<file path="src/rtl/fsw_pkg.sv">
`timescale 1ns/1ps
package fsw_pkg;

  localparam int SW_W   = 16;
  localparam int CC_W   = 4;
  localparam int BIT_SF = 6;
  localparam int BIT_ES = 7;
  localparam int BIT_C0 = 8;
  localparam int BIT_C1 = 9;
  localparam int BIT_C2 = 10;
  localparam int BIT_TOP_LO = 11;
  localparam int BIT_C3 = 14;
  localparam int BIT_BUSY = 15;

  typedef enum logic [2:0] {
    CC_HOLD,
    CC_LOAD,
    CC_REM_DONE,
    CC_REM_PART,
    CC_TAN_OK,
    CC_TAN_OOR
  } ccOp_e;

  typedef struct packed {
    logic  clearAll;
    logic  excClear;
    logic  stackFault;
    logic  faultOver;
    logic  doPush;
    logic  doPop;
    ccOp_e ccOp;
  } fswStrobes_t;

endpackage

</file>
<file path="src/rtl/fsw_ctrl.sv">
`timescale 1ns/1ps
module fsw_ctrl
  import fsw_pkg::*;
#(
  parameter int DEPTH = 8,
  localparam int PTR_W = $clog2(DEPTH)
) (
  input  logic              initCmd,
  input  logic              pushReq,
  input  logic              popReq,
  input  logic              readReq,
  input  logic              remDone,
  input  logic              remIncomplete,
  input  logic              tanInRange,
  input  logic              tanOutRange,
  input  logic              ccWrEn,
  input  logic              excClr,
  input  logic [PTR_W-1:0]  stackTop,
  input  logic [DEPTH-1:0]  slotValid,
  output fswStrobes_t       strobes
);

  logic [PTR_W-1:0] pushSlot;
  logic             underflow;
  logic             overflow;
  logic             fault;

  // Slot a push would occupy; the pointer wraps naturally at DEPTH.
  assign pushSlot  = stackTop - PTR_W'(1);
  // Underflow is checked first so it wins over a concurrent overflow.
  assign underflow = (popReq | readReq) & ~slotValid[stackTop];
  assign overflow  = ~underflow & pushReq & ~popReq & slotValid[pushSlot];
  assign fault     = underflow | overflow;

  always_comb begin
    strobes = '0;
    strobes.ccOp = CC_HOLD;
    if (initCmd) begin
      strobes.clearAll = 1'b1;
    end else begin
      strobes.excClear   = excClr;
      strobes.stackFault = fault;
      strobes.faultOver  = overflow;
      if (!fault) begin
        strobes.doPop  = popReq;
        strobes.doPush = pushReq & ~popReq;
        if (remIncomplete)    strobes.ccOp = CC_REM_PART;
        else if (remDone)     strobes.ccOp = CC_REM_DONE;
        else if (tanOutRange) strobes.ccOp = CC_TAN_OOR;
        else if (tanInRange)  strobes.ccOp = CC_TAN_OK;
        else if (ccWrEn)      strobes.ccOp = CC_LOAD;
      end
    end
  end

endmodule

</file>
<file path="src/rtl/fsw_datapath.sv">
`timescale 1ns/1ps
module fsw_datapath
  import fsw_pkg::*;
#(
  parameter int DEPTH = 8,
  parameter int EXC_W = 6,
  localparam int PTR_W = $clog2(DEPTH)
) (
  input  logic              clk,
  input  logic              rstN,
  input  fswStrobes_t       strobes,
  input  logic [CC_W-1:0]   ccWrData,
  input  logic [EXC_W-1:0]  excSet,
  input  logic [EXC_W-1:0]  excMask,
  output logic [PTR_W-1:0]  stackTop,
  output logic [DEPTH-1:0]  slotValid,
  output logic [SW_W-1:0]   statusWord
);

  logic [PTR_W-1:0] topQ, topD, pushSlot;
  logic [DEPTH-1:0] validQ, validD;
  logic [CC_W-1:0]  ccQ, ccD;
  logic [EXC_W-1:0] excQ, excD;
  logic             sfQ, sfD;
  logic             errSummary;

  assign pushSlot = topQ - PTR_W'(1);

  // Pointer next state
  always_comb begin
    topD = topQ;
    if (strobes.clearAll)    topD = '0;
    else if (strobes.doPush) topD = pushSlot;
    else if (strobes.doPop)  topD = topQ + PTR_W'(1);
  end

  // One occupancy bit per slot
  for (genvar gi = 0; gi < DEPTH; gi++) begin : g_slot
    always_comb begin
      validD[gi] = validQ[gi];
      if (strobes.clearAll)
        validD[gi] = 1'b0;
      else if (strobes.doPush && pushSlot == PTR_W'(gi))
        validD[gi] = 1'b1;
      else if (strobes.doPop && topQ == PTR_W'(gi))
        validD[gi] = 1'b0;
    end
  end

  // Sticky flags: clear first, then merge this cycle's events
  always_comb begin
    excD = (strobes.excClear ? '0 : excQ) | excSet;
    sfD  = strobes.excClear ? 1'b0 : sfQ;
    if (strobes.stackFault) begin
      excD[0] = 1'b1;
      sfD     = 1'b1;
    end
    if (strobes.clearAll) begin
      excD = '0;
      sfD  = 1'b0;
    end
  end

  // Condition codes
  always_comb begin
    ccD = ccQ;
    if (strobes.clearAll) begin
      ccD = '0;
    end else if (strobes.stackFault) begin
      ccD[1] = strobes.faultOver;
    end else begin
      unique case (strobes.ccOp)
        CC_LOAD:     ccD = ccWrData;
        CC_REM_DONE: ccD = {ccWrData[3], 1'b0, ccWrData[1:0]};
        CC_REM_PART: ccD = 4'b0100;
        CC_TAN_OK:   ccD[2] = 1'b0;
        CC_TAN_OOR:  ccD[2] = 1'b1;
        default:     ccD = ccQ;
      endcase
    end
  end

  always_ff @(posedge clk or negedge rstN) begin
    if (!rstN) begin
      topQ   <= '0;
      validQ <= '0;
      ccQ    <= '0;
      excQ   <= '0;
      sfQ    <= 1'b0;
    end else begin
      topQ   <= topD;
      validQ <= validD;
      ccQ    <= ccD;
      excQ   <= excD;
      sfQ    <= sfD;
    end
  end

  assign errSummary = |(excQ & ~excMask);

  always_comb begin
    statusWord = '0;
    statusWord[EXC_W-1:0]                    = excQ;
    statusWord[BIT_SF]                       = sfQ;
    statusWord[BIT_ES]                       = errSummary;
    statusWord[BIT_C0]                       = ccQ[0];
    statusWord[BIT_C1]                       = ccQ[1];
    statusWord[BIT_C2]                       = ccQ[2];
    statusWord[BIT_TOP_LO +: PTR_W]          = topQ;
    statusWord[BIT_C3]                       = ccQ[3];
    statusWord[BIT_BUSY]                     = errSummary;
  end

  assign stackTop  = topQ;
  assign slotValid = validQ;

  // Initialise empties everything
  a_r1_init_clears: assert property (@(posedge clk) disable iff (!rstN)
    strobes.clearAll |=> (topQ == '0 && validQ == '0 && ccQ == '0 && excQ == '0 && !sfQ));

  // Push steps the pointer down by one
  a_r6_push_step: assert property (@(posedge clk) disable iff (!rstN)
    strobes.doPush |=> topQ == PTR_W'($past(topQ) - PTR_W'(1)));

  // Pop steps the pointer up by one
  a_r6_pop_step: assert property (@(posedge clk) disable iff (!rstN)
    strobes.doPop |=> topQ == PTR_W'($past(topQ) + PTR_W'(1)));

  // Overflow raises IE, SF and C1
  a_r7_overflow_flags: assert property (@(posedge clk) disable iff (!rstN)
    (strobes.stackFault && strobes.faultOver && !strobes.clearAll) |=> (excQ[0] && sfQ && ccQ[1]));

  // Underflow raises IE and SF with C1 clear
  a_r8_underflow_flags: assert property (@(posedge clk) disable iff (!rstN)
    (strobes.stackFault && !strobes.faultOver && !strobes.clearAll) |=> (excQ[0] && sfQ && !ccQ[1]));

  // A fault leaves the stack untouched
  a_r8_fault_holds_stack: assert property (@(posedge clk) disable iff (!rstN)
    (strobes.stackFault && !strobes.clearAll) |=> (topQ == $past(topQ) && validQ == $past(validQ)));

  // Exception flags never drop without a clear
  a_r9_sticky: assert property (@(posedge clk) disable iff (!rstN)
    (!strobes.clearAll && !strobes.excClear) |=> ((excQ & $past(excQ)) == $past(excQ)));

  // Out-of-range tangent raises C2
  a_r5_tan_oor: assert property (@(posedge clk) disable iff (!rstN)
    (strobes.ccOp == CC_TAN_OOR && !strobes.stackFault && !strobes.clearAll) |=> ccQ[2]);

endmodule

</file>
<file path="src/rtl/fsw_update_unit.sv">
`timescale 1ns/1ps
module fsw_update_unit
  import fsw_pkg::*;
#(
  parameter int DEPTH = 8,
  parameter int EXC_W = 6
) (
  input  logic              clk,
  input  logic              rstN,
  input  logic              initCmd,
  input  logic              pushReq,
  input  logic              popReq,
  input  logic              readReq,
  input  logic              remDone,
  input  logic              remIncomplete,
  input  logic              tanInRange,
  input  logic              tanOutRange,
  input  logic              ccWrEn,
  input  logic [3:0]        ccWrData,
  input  logic [EXC_W-1:0]  excSet,
  input  logic              excClr,
  input  logic [EXC_W-1:0]  excMask,
  output logic [15:0]       statusWord
);

  localparam int PTR_W = $clog2(DEPTH);

  fswStrobes_t      strobes;
  logic [PTR_W-1:0] stackTop;
  logic [DEPTH-1:0] slotValid;

  fsw_ctrl #(.DEPTH(DEPTH)) u_ctrl (
    .initCmd       (initCmd),
    .pushReq       (pushReq),
    .popReq        (popReq),
    .readReq       (readReq),
    .remDone       (remDone),
    .remIncomplete (remIncomplete),
    .tanInRange    (tanInRange),
    .tanOutRange   (tanOutRange),
    .ccWrEn        (ccWrEn),
    .excClr        (excClr),
    .stackTop      (stackTop),
    .slotValid     (slotValid),
    .strobes       (strobes)
  );

  fsw_datapath #(.DEPTH(DEPTH), .EXC_W(EXC_W)) u_dp (
    .clk        (clk),
    .rstN       (rstN),
    .strobes    (strobes),
    .ccWrData   (ccWrData),
    .excSet     (excSet),
    .excMask    (excMask),
    .stackTop   (stackTop),
    .slotValid  (slotValid),
    .statusWord (statusWord)
  );

endmodule

</file>
<file path="config.mk">
export PLATFORM = sky130hd
export DESIGN_NAME = fsw_update_unit
export DESIGN_NICKNAME = d
export VERILOG_FILES = /design/src/rtl/fsw_pkg.sv /design/src/rtl/fsw_ctrl.sv /design/src/rtl/fsw_datapath.sv /design/src/rtl/fsw_update_unit.sv
export SDC_FILE = /design/constraint.sdc
export NUM_CORES = 1
export LEC_CHECK = 0
export BUFFER_PORTS_ARGS = -buffer_cell sky130_fd_sc_hd__buf_2
export CAP_MARGIN = 20
export CORE_MARGIN = 2
export CORE_UTILIZATION = 51
export CTS_CLUSTER_SIZE = 14
export DETAILED_ROUTE_END_ITERATION = 8
export PLACE_DENSITY = 0.8
export SETUP_SLACK_MARGIN = 0.02
export SLEW_MARGIN = 30
export SYNTH_ARGS = -nofsm -noshare
export SYNTH_HDL_FRONTEND = slang
export SYNTH_SLANG_ARGS = --single-unit
</file>
<file path="constraint.sdc">
create_clock -name clk -period 2.9 [get_ports clk]
set_input_delay 0.725 -clock clk [delete_from_list [all_inputs] [get_ports clk]]
set_output_delay 0.725 -clock clk [all_outputs]
set_load 0.02 [all_outputs]
</file>
# Word-level counts from Yosys, hierarchy flattened
# Cells that the tools add are included.
dict set report totals {
  regBits 22
}
dict set report classes {
  bitwise_logic 13
  n_reduce_logical 37
  eq_ne 20
  addsub 2
  mux 52
  n_lt_le_gt_ge 2
}
# op n
set op_table {}
lappend op_table {{2-to-1 mux 1 bit} 34}
lappend op_table {{nonzero test 3 bit} 11}
lappend op_table {{== test 3 bit (second input constant)} 10}
lappend op_table {{2-to-1 mux 3 bit} 7}
lappend op_table {{== test 3 x 2 -> 1 bit (second input constant)} 6}
lappend op_table {{logical AND 1 bit} 16}
lappend op_table {{2-to-1 mux 6 bit} 2}
lappend op_table {{== test 3 x 1 -> 1 bit (second input constant)} 3}
lappend op_table {{< comparator 3 x 4 -> 1 bit (second input constant)} 2}
lappend op_table {{2-to-1 mux 8 bit} 1}
lappend op_table {{nonzero test 4 bit} 2}
lappend op_table {{AND 6 bit} 1}
lappend op_table {{binary-select mux 1 bit (select 3 bit)} 2}
lappend op_table {{logical NOT 3 bit} 2}
lappend op_table {{inverter 6 bit} 1}
lappend op_table {{bitwise OR 6 bit} 1}
lappend op_table {{OR reduction 2 bit} 3}
lappend op_table {{OR reduction 6 bit} 1}
lappend op_table {{AND 1 bit} 5}
lappend op_table {{2-to-1 mux 5 bit} 1}
lappend op_table {{2-to-1 mux 4 bit} 1}
lappend op_table {{one-hot mux 2 bit (2 select lines)} 1}
lappend op_table {{AND reduction 2 bit} 2}
lappend op_table {{adder 3 x 1 -> 3 bit (second input constant)} 1}
lappend op_table {{7 further kinds} 10}

# Logic depth before layout (Yosys ltp)
dict set report logic_depth {
  word_depth 16
  depth_mapped 8
  ltp_nobuf 7
}

# Cells and area by module
# A second synthesis with hierarchy kept.
dict set report unflattened {
  cells_unflattened 166
  area_unflattened_um2 1519.0
}
# module cells_each area_per_inst_um2 n_inst
set modules_own_cells {}
lappend modules_own_cells {fsw_datapath 130 1237.4 1}
lappend modules_own_cells {fsw_ctrl 36 281.5 1}

# Least setup slack after synthesis
# No wires, ideal clock.
dict set report synth_path {
  kind {register to register}
  startpoint {register u_dp.topQ[1], in the netlist u_dp.stackTop[1]}
  endpoint {register u_dp.ccQ[0]}
  setup_ns 0.078
  stages_incl_launch_ff 9
  t_arrival_ns 2.406
  slack_ns 0.416
  required_ns 2.822
  path_cell_list {dfrtp_1 -> buf_2 -> inv_1 -> ha_1 -> xor2_1 -> mux2i_4 -> o32ai_2 -> or4b_1 -> a21oi_1}
}
dict set report synth_between {
  elab_chain_cells 16
  word_cells_on_any_way 24
  cone_classes {1 x add/sub; 4 x eq/ne; 9 x mux; 7 x bitwise; 3 x reduce/logical}
}
# element line_no
set synth_rtl {}
lappend synth_rtl {{from (decl)} fsw_datapath.sv:20} ;# logic [PTR_W-1:0] topQ, topD, pushSlot;
lappend synth_rtl {{from (signal assigned)} fsw_datapath.sv:91} ;# topQ <= topD;
lappend synth_rtl {{binary-select mux 1 bit (select 3 bit)} fsw_ctrl.sv:31} ;# assign underflow = (popReq | readReq) & ~slotValid[stackTop];
lappend synth_rtl {{2-to-1 mux 1 bit (not written as such)} fsw_ctrl.sv:31}
lappend synth_rtl {{inverter 1 bit} fsw_ctrl.sv:31}
lappend synth_rtl {{AND 1 bit} fsw_ctrl.sv:31}
lappend synth_rtl {{inverter 1 bit} fsw_ctrl.sv:32} ;# assign overflow = ~underflow & pushReq & ~popReq & slotValid[pushSlot];
lappend synth_rtl {{AND 1 bit (3 in a row)} fsw_ctrl.sv:32}
lappend synth_rtl {{bitwise OR 1 bit *} fsw_ctrl.sv:33} ;# assign fault = underflow | overflow;
lappend synth_rtl {{2-to-1 mux 5 bit} fsw_ctrl.sv:44} ;# if (!fault) begin
lappend synth_rtl {{2-to-1 mux 8 bit *} fsw_ctrl.sv:38} ;# if (initCmd) begin
lappend synth_rtl {{== test 3 x 1 -> 1 bit / == test 3 x 2 -> 1 bit (equally long branches)} fsw_datapath.sv:72} ;# unique case (strobes.ccOp)
lappend synth_rtl {{OR reduction 2 bit (no source line)} -}
lappend synth_rtl {{one-hot mux 2 bit (2 select lines)} fsw_datapath.sv:72}
lappend synth_rtl {{2-to-1 mux 1 bit} fsw_datapath.sv:69} ;# end else if (strobes.stackFault) begin
lappend synth_rtl {{2-to-1 mux 4 bit} fsw_datapath.sv:67} ;# if (strobes.clearAll) begin
lappend synth_rtl {{to (signal assigned)} fsw_datapath.sv:87} ;# ccQ <= '0;
lappend synth_rtl {{to (signal assigned)} fsw_datapath.sv:93} ;# ccQ <= ccD;
lappend synth_rtl {{to (decl)} fsw_datapath.sv:22} ;# logic [CC_W-1:0] ccQ, ccD;
# Every way passes the cells marked *; elsewhere a longest branch is shown, timed or not. The select of a mux whose other input is x is not followed.
# A chain may end at the register's enable or synchronous reset.

# Worst setup path in the final report
dict set report layout_path {
  startpoint {register u_dp.topQ[1], in the netlist u_dp.stackTop[1]}
  endpoint {register u_dp.ccQ[3]}
}
dict set report layout_between {
  elab_chain_cells 16
  word_cells_on_any_way 24
  cone_classes {1 x add/sub; 4 x eq/ne; 9 x mux; 7 x bitwise; 3 x reduce/logical}
}
# element line_no
set layout_rtl {}
lappend layout_rtl {{binary-select mux 1 bit (select 3 bit)} fsw_ctrl.sv:31}
lappend layout_rtl {{2-to-1 mux 1 bit (not written as such)} fsw_ctrl.sv:31}
lappend layout_rtl {{inverter 1 bit} fsw_ctrl.sv:31}
lappend layout_rtl {{AND 1 bit} fsw_ctrl.sv:31}
lappend layout_rtl {{inverter 1 bit} fsw_ctrl.sv:32}
lappend layout_rtl {{AND 1 bit (3 in a row)} fsw_ctrl.sv:32}
lappend layout_rtl {{bitwise OR 1 bit *} fsw_ctrl.sv:33}
lappend layout_rtl {{2-to-1 mux 5 bit} fsw_ctrl.sv:44}
lappend layout_rtl {{2-to-1 mux 8 bit *} fsw_ctrl.sv:38}
lappend layout_rtl {{== test 3 x 1 -> 1 bit / == test 3 x 2 -> 1 bit (equally long branches)} fsw_datapath.sv:72}
lappend layout_rtl {{OR reduction 2 bit (no source line)} -}
lappend layout_rtl {{one-hot mux 1 bit (2 select lines)} fsw_datapath.sv:72}
lappend layout_rtl {{2-to-1 mux 2 bit} fsw_datapath.sv:69}
lappend layout_rtl {{2-to-1 mux 4 bit} fsw_datapath.sv:67}
# Marked as above.

==> flow_summary.toml <==
[timing]
rsz0062_at_grt = "false"
setup_viol = 0
hold_viol = 0
period_share_pct = 89.9
tightest_slew_ns = 0.737
fin_hold_ws_ns = 0.363
fmax_ghz = 0.384
skew_ns = 0.00267
relSlewSlack_pct = 50.4
period_needed_ns = 2.61
setup_tns_ns = 0
finalMaxSlewViolations = 0

[route]
drc_errors = 0
vias = 1280
dr.pass1.iters = 4
wire_per_inst_um = 15.6
routed_wl_mm = 3.41
postRouteAntennaNets = 0
dr.first_iter.drc_count = 49
viasPerCell = 5.84

[placement]
dp_hpwl_mm = 2.62
io_buffers = 43
gp_congestion = 0.934

[setup_path]
cp.arrival_ns = 2.84
crit_path_end_kind = "flip-flop"
worst-setup-path-type = "flip-flop to flip-flop"
crit_fanout = 9
crit_required_ns = 3.14
start_kind = "flip-flop"

[yosys]
yosys.area.top_type_share_pct = 38.6
seq_area_frac_synth_pct = 38.6
synth-edff-count = 0
avgSynthCellArea_um2 = 9.56
synthTopCellsByArea = "dfrtp_1 (39%), ha_1 (7.0%), nor2_1 (4.5%)"
ys_types = 43
synth_common_cells = "dfrtp_1 (22), nor2_1 (17), a21oi_1 (12)"
synthCells = 149
yosysMostFrequentCell = "dfrtp_1"
synthesis.nets = 185
yosys_most_used_dff = "dfrtp_1"
async_reset_ff_share_pct = 100
synth-seq-cells = 22
syn_area_um2 = 1430
yosys_warnings = 0
synth_top_area_cell = "dfrtp_1"

[grt]
grt_first_pass_wirelength_mm = 5.84
antenna_found_initial = 0
grt.overflow.total = 0
grt_pass1_vias = 1266
grtUsageTotal_pct = 22.6
grt_start_max_net_pins = 23

[floorplan]
initial_core_util_pct = 52.6
die_y_um = 56.9
io_pins = 44
die_w_um = 56.9
die_area_um2 = 3230
rows = 19
core_area_um2 = 2710

[power]
total_power_mw = 0.725
p_leak_nw = 0.810
ir_drop_uv = 398
powerDensity_nw_per_um2 = 431

[clock_tree]
cts.htree.levels = 1
post_cts_resized = 0
numCtsBuffers = 3
cts_tree = "done"
cts.clk_slew.worst_paths_ns = 0.13
insertion_delay_ns = 0.30
clock_sinks = 22
cts_root_buf = "clkbuf_4"
cts_setup_buffers = 0
ctsHoldBuffers = 0
clockBufferDepth = 2

[worst_hold_path]
min_path_type = "primary input to async pin"

[cells_and_area]
multi_input_area_um2 = 778
nFillCells = 243
register_area_um2 = 551
layout-drive-gt1-share_pct = 28.2
area_growth_pct = 18.2
antennaDiodeCount = 0
fin_nets = 225

[flow_run]
cap_viol_max_count = 0

[outcome]
status = "completed"
-- critical path, cell delays in order (launching register included) --
cell and delay, ns:
dfrtp_1 0.57, inv_1 0.15, ha_1 0.25, xor2_1 0.42, mux2i_4 0.34, o32ai_2 0.15, or4b_1 0.50, a21oi_1 0.16
-- flip-flops by register name, indices dropped and copies added (netlist names) --
signal	cells
u_dp.excQ	6
u_dp.stackTop	3
u_dp.sfQ	1
u_dp.slotValid	8
u_dp.ccQ	4
-- path summary, 6_finish.rpt --
kind	startpoint	to	slack, ns	depth (start not counted)
min in group clk	u_dp.sfQ	u_dp.sfQ	0.54	2
setup / recovery	u_dp.stackTop[1]	u_dp.ccQ[3]	0.29	7
setup reg to reg	u_dp.stackTop[1]	u_dp.ccQ[3]	0.29	7
max in group asynchronous	rstN	u_dp.sfQ	2.21	1
hold / removal	rstN	u_dp.slotValid[7]	0.36	1
hold reg to reg	u_dp.sfQ	u_dp.sfQ	0.54	2
-- placed cells by master, fill, tap and decap left out, drive strengths merged, types with 2 or more instances in the layout --
master	Yosys	layout
a21oi	12	12
a32o	6	6
buf	6	44
clkbuf	3	3
dfrtp	22	22
ha	8	8
inv	11	11
mux2i	6	6
mux4	2	2
nand2	10	10
nand2b	4	4
nand3	5	5
nor2	17	17
nor3	2	2
nor3b	2	2
nor4	4	4
o21ai	4	4
o22ai	3	3
or4b	2	2
-- layer usage --
layer / GRT usage (%) / wire length, µm / vias to the layer above
met5: 0 / 0 / -
met1: 30.6 / 1510 / 608
met4: 5.32 / 20 / 0
met3: 4.38 / 193 / 3
met2: 37.4 / 1690 / 49
li1: - / - / 620
-- cell families (layout without fill, tap and decap cells) --
kind of cell / after synthesis / count (layout) / share of synthesized area (%)
compound gates: 38 / 38 / 19.9
fa+ha+maj: 8 / 8 / 7.02
xor+xnor: 2 / 2 / 1.23
mux: 9 / 9 / 9.04
buf+inv: 20 / 59 / 6.76
flops: 22 / 22 / 38.6
simple gates: 50 / 50 / 17.4
-- cell type report --
cell class,count,area share [%]
clock buffers,3,1.34
clock inverters,1,1.78
repair buffers,44,13.2
inverters,11,2.45
well taps,31,2.30
flip-flops and latches,22,32.7
multi-input cells,107,46.2
-- through the flow --
step                      utilization, %  std cells  instance area [µm²]  worst slack, ns
final                               62.1        219                 1680            0.293
after floorplan                        -        149                 1430            0.416
after global placement              60.2        215                 1630            0.462
after global routing                62.1        219                 1680           0.0861
after CTS                           62.1        219                 1680            0.306
after detailed placement            60.2        215                 1630            0.340
-- report_power, final --
| group | switching (mW) | internal, mW | leakage (nW) |
|---|---|---|---|
| clock | 0.0940 | 0.140 | 0.0279 |
| sequential | 0.0132 | 0.319 | 0.295 |
| combinational | 0.0955 | 0.0642 | 0.487 |
| total | 0.203 | 0.522 | 0.810 |
No activity file was read; power rests on OpenSTA's default activity.
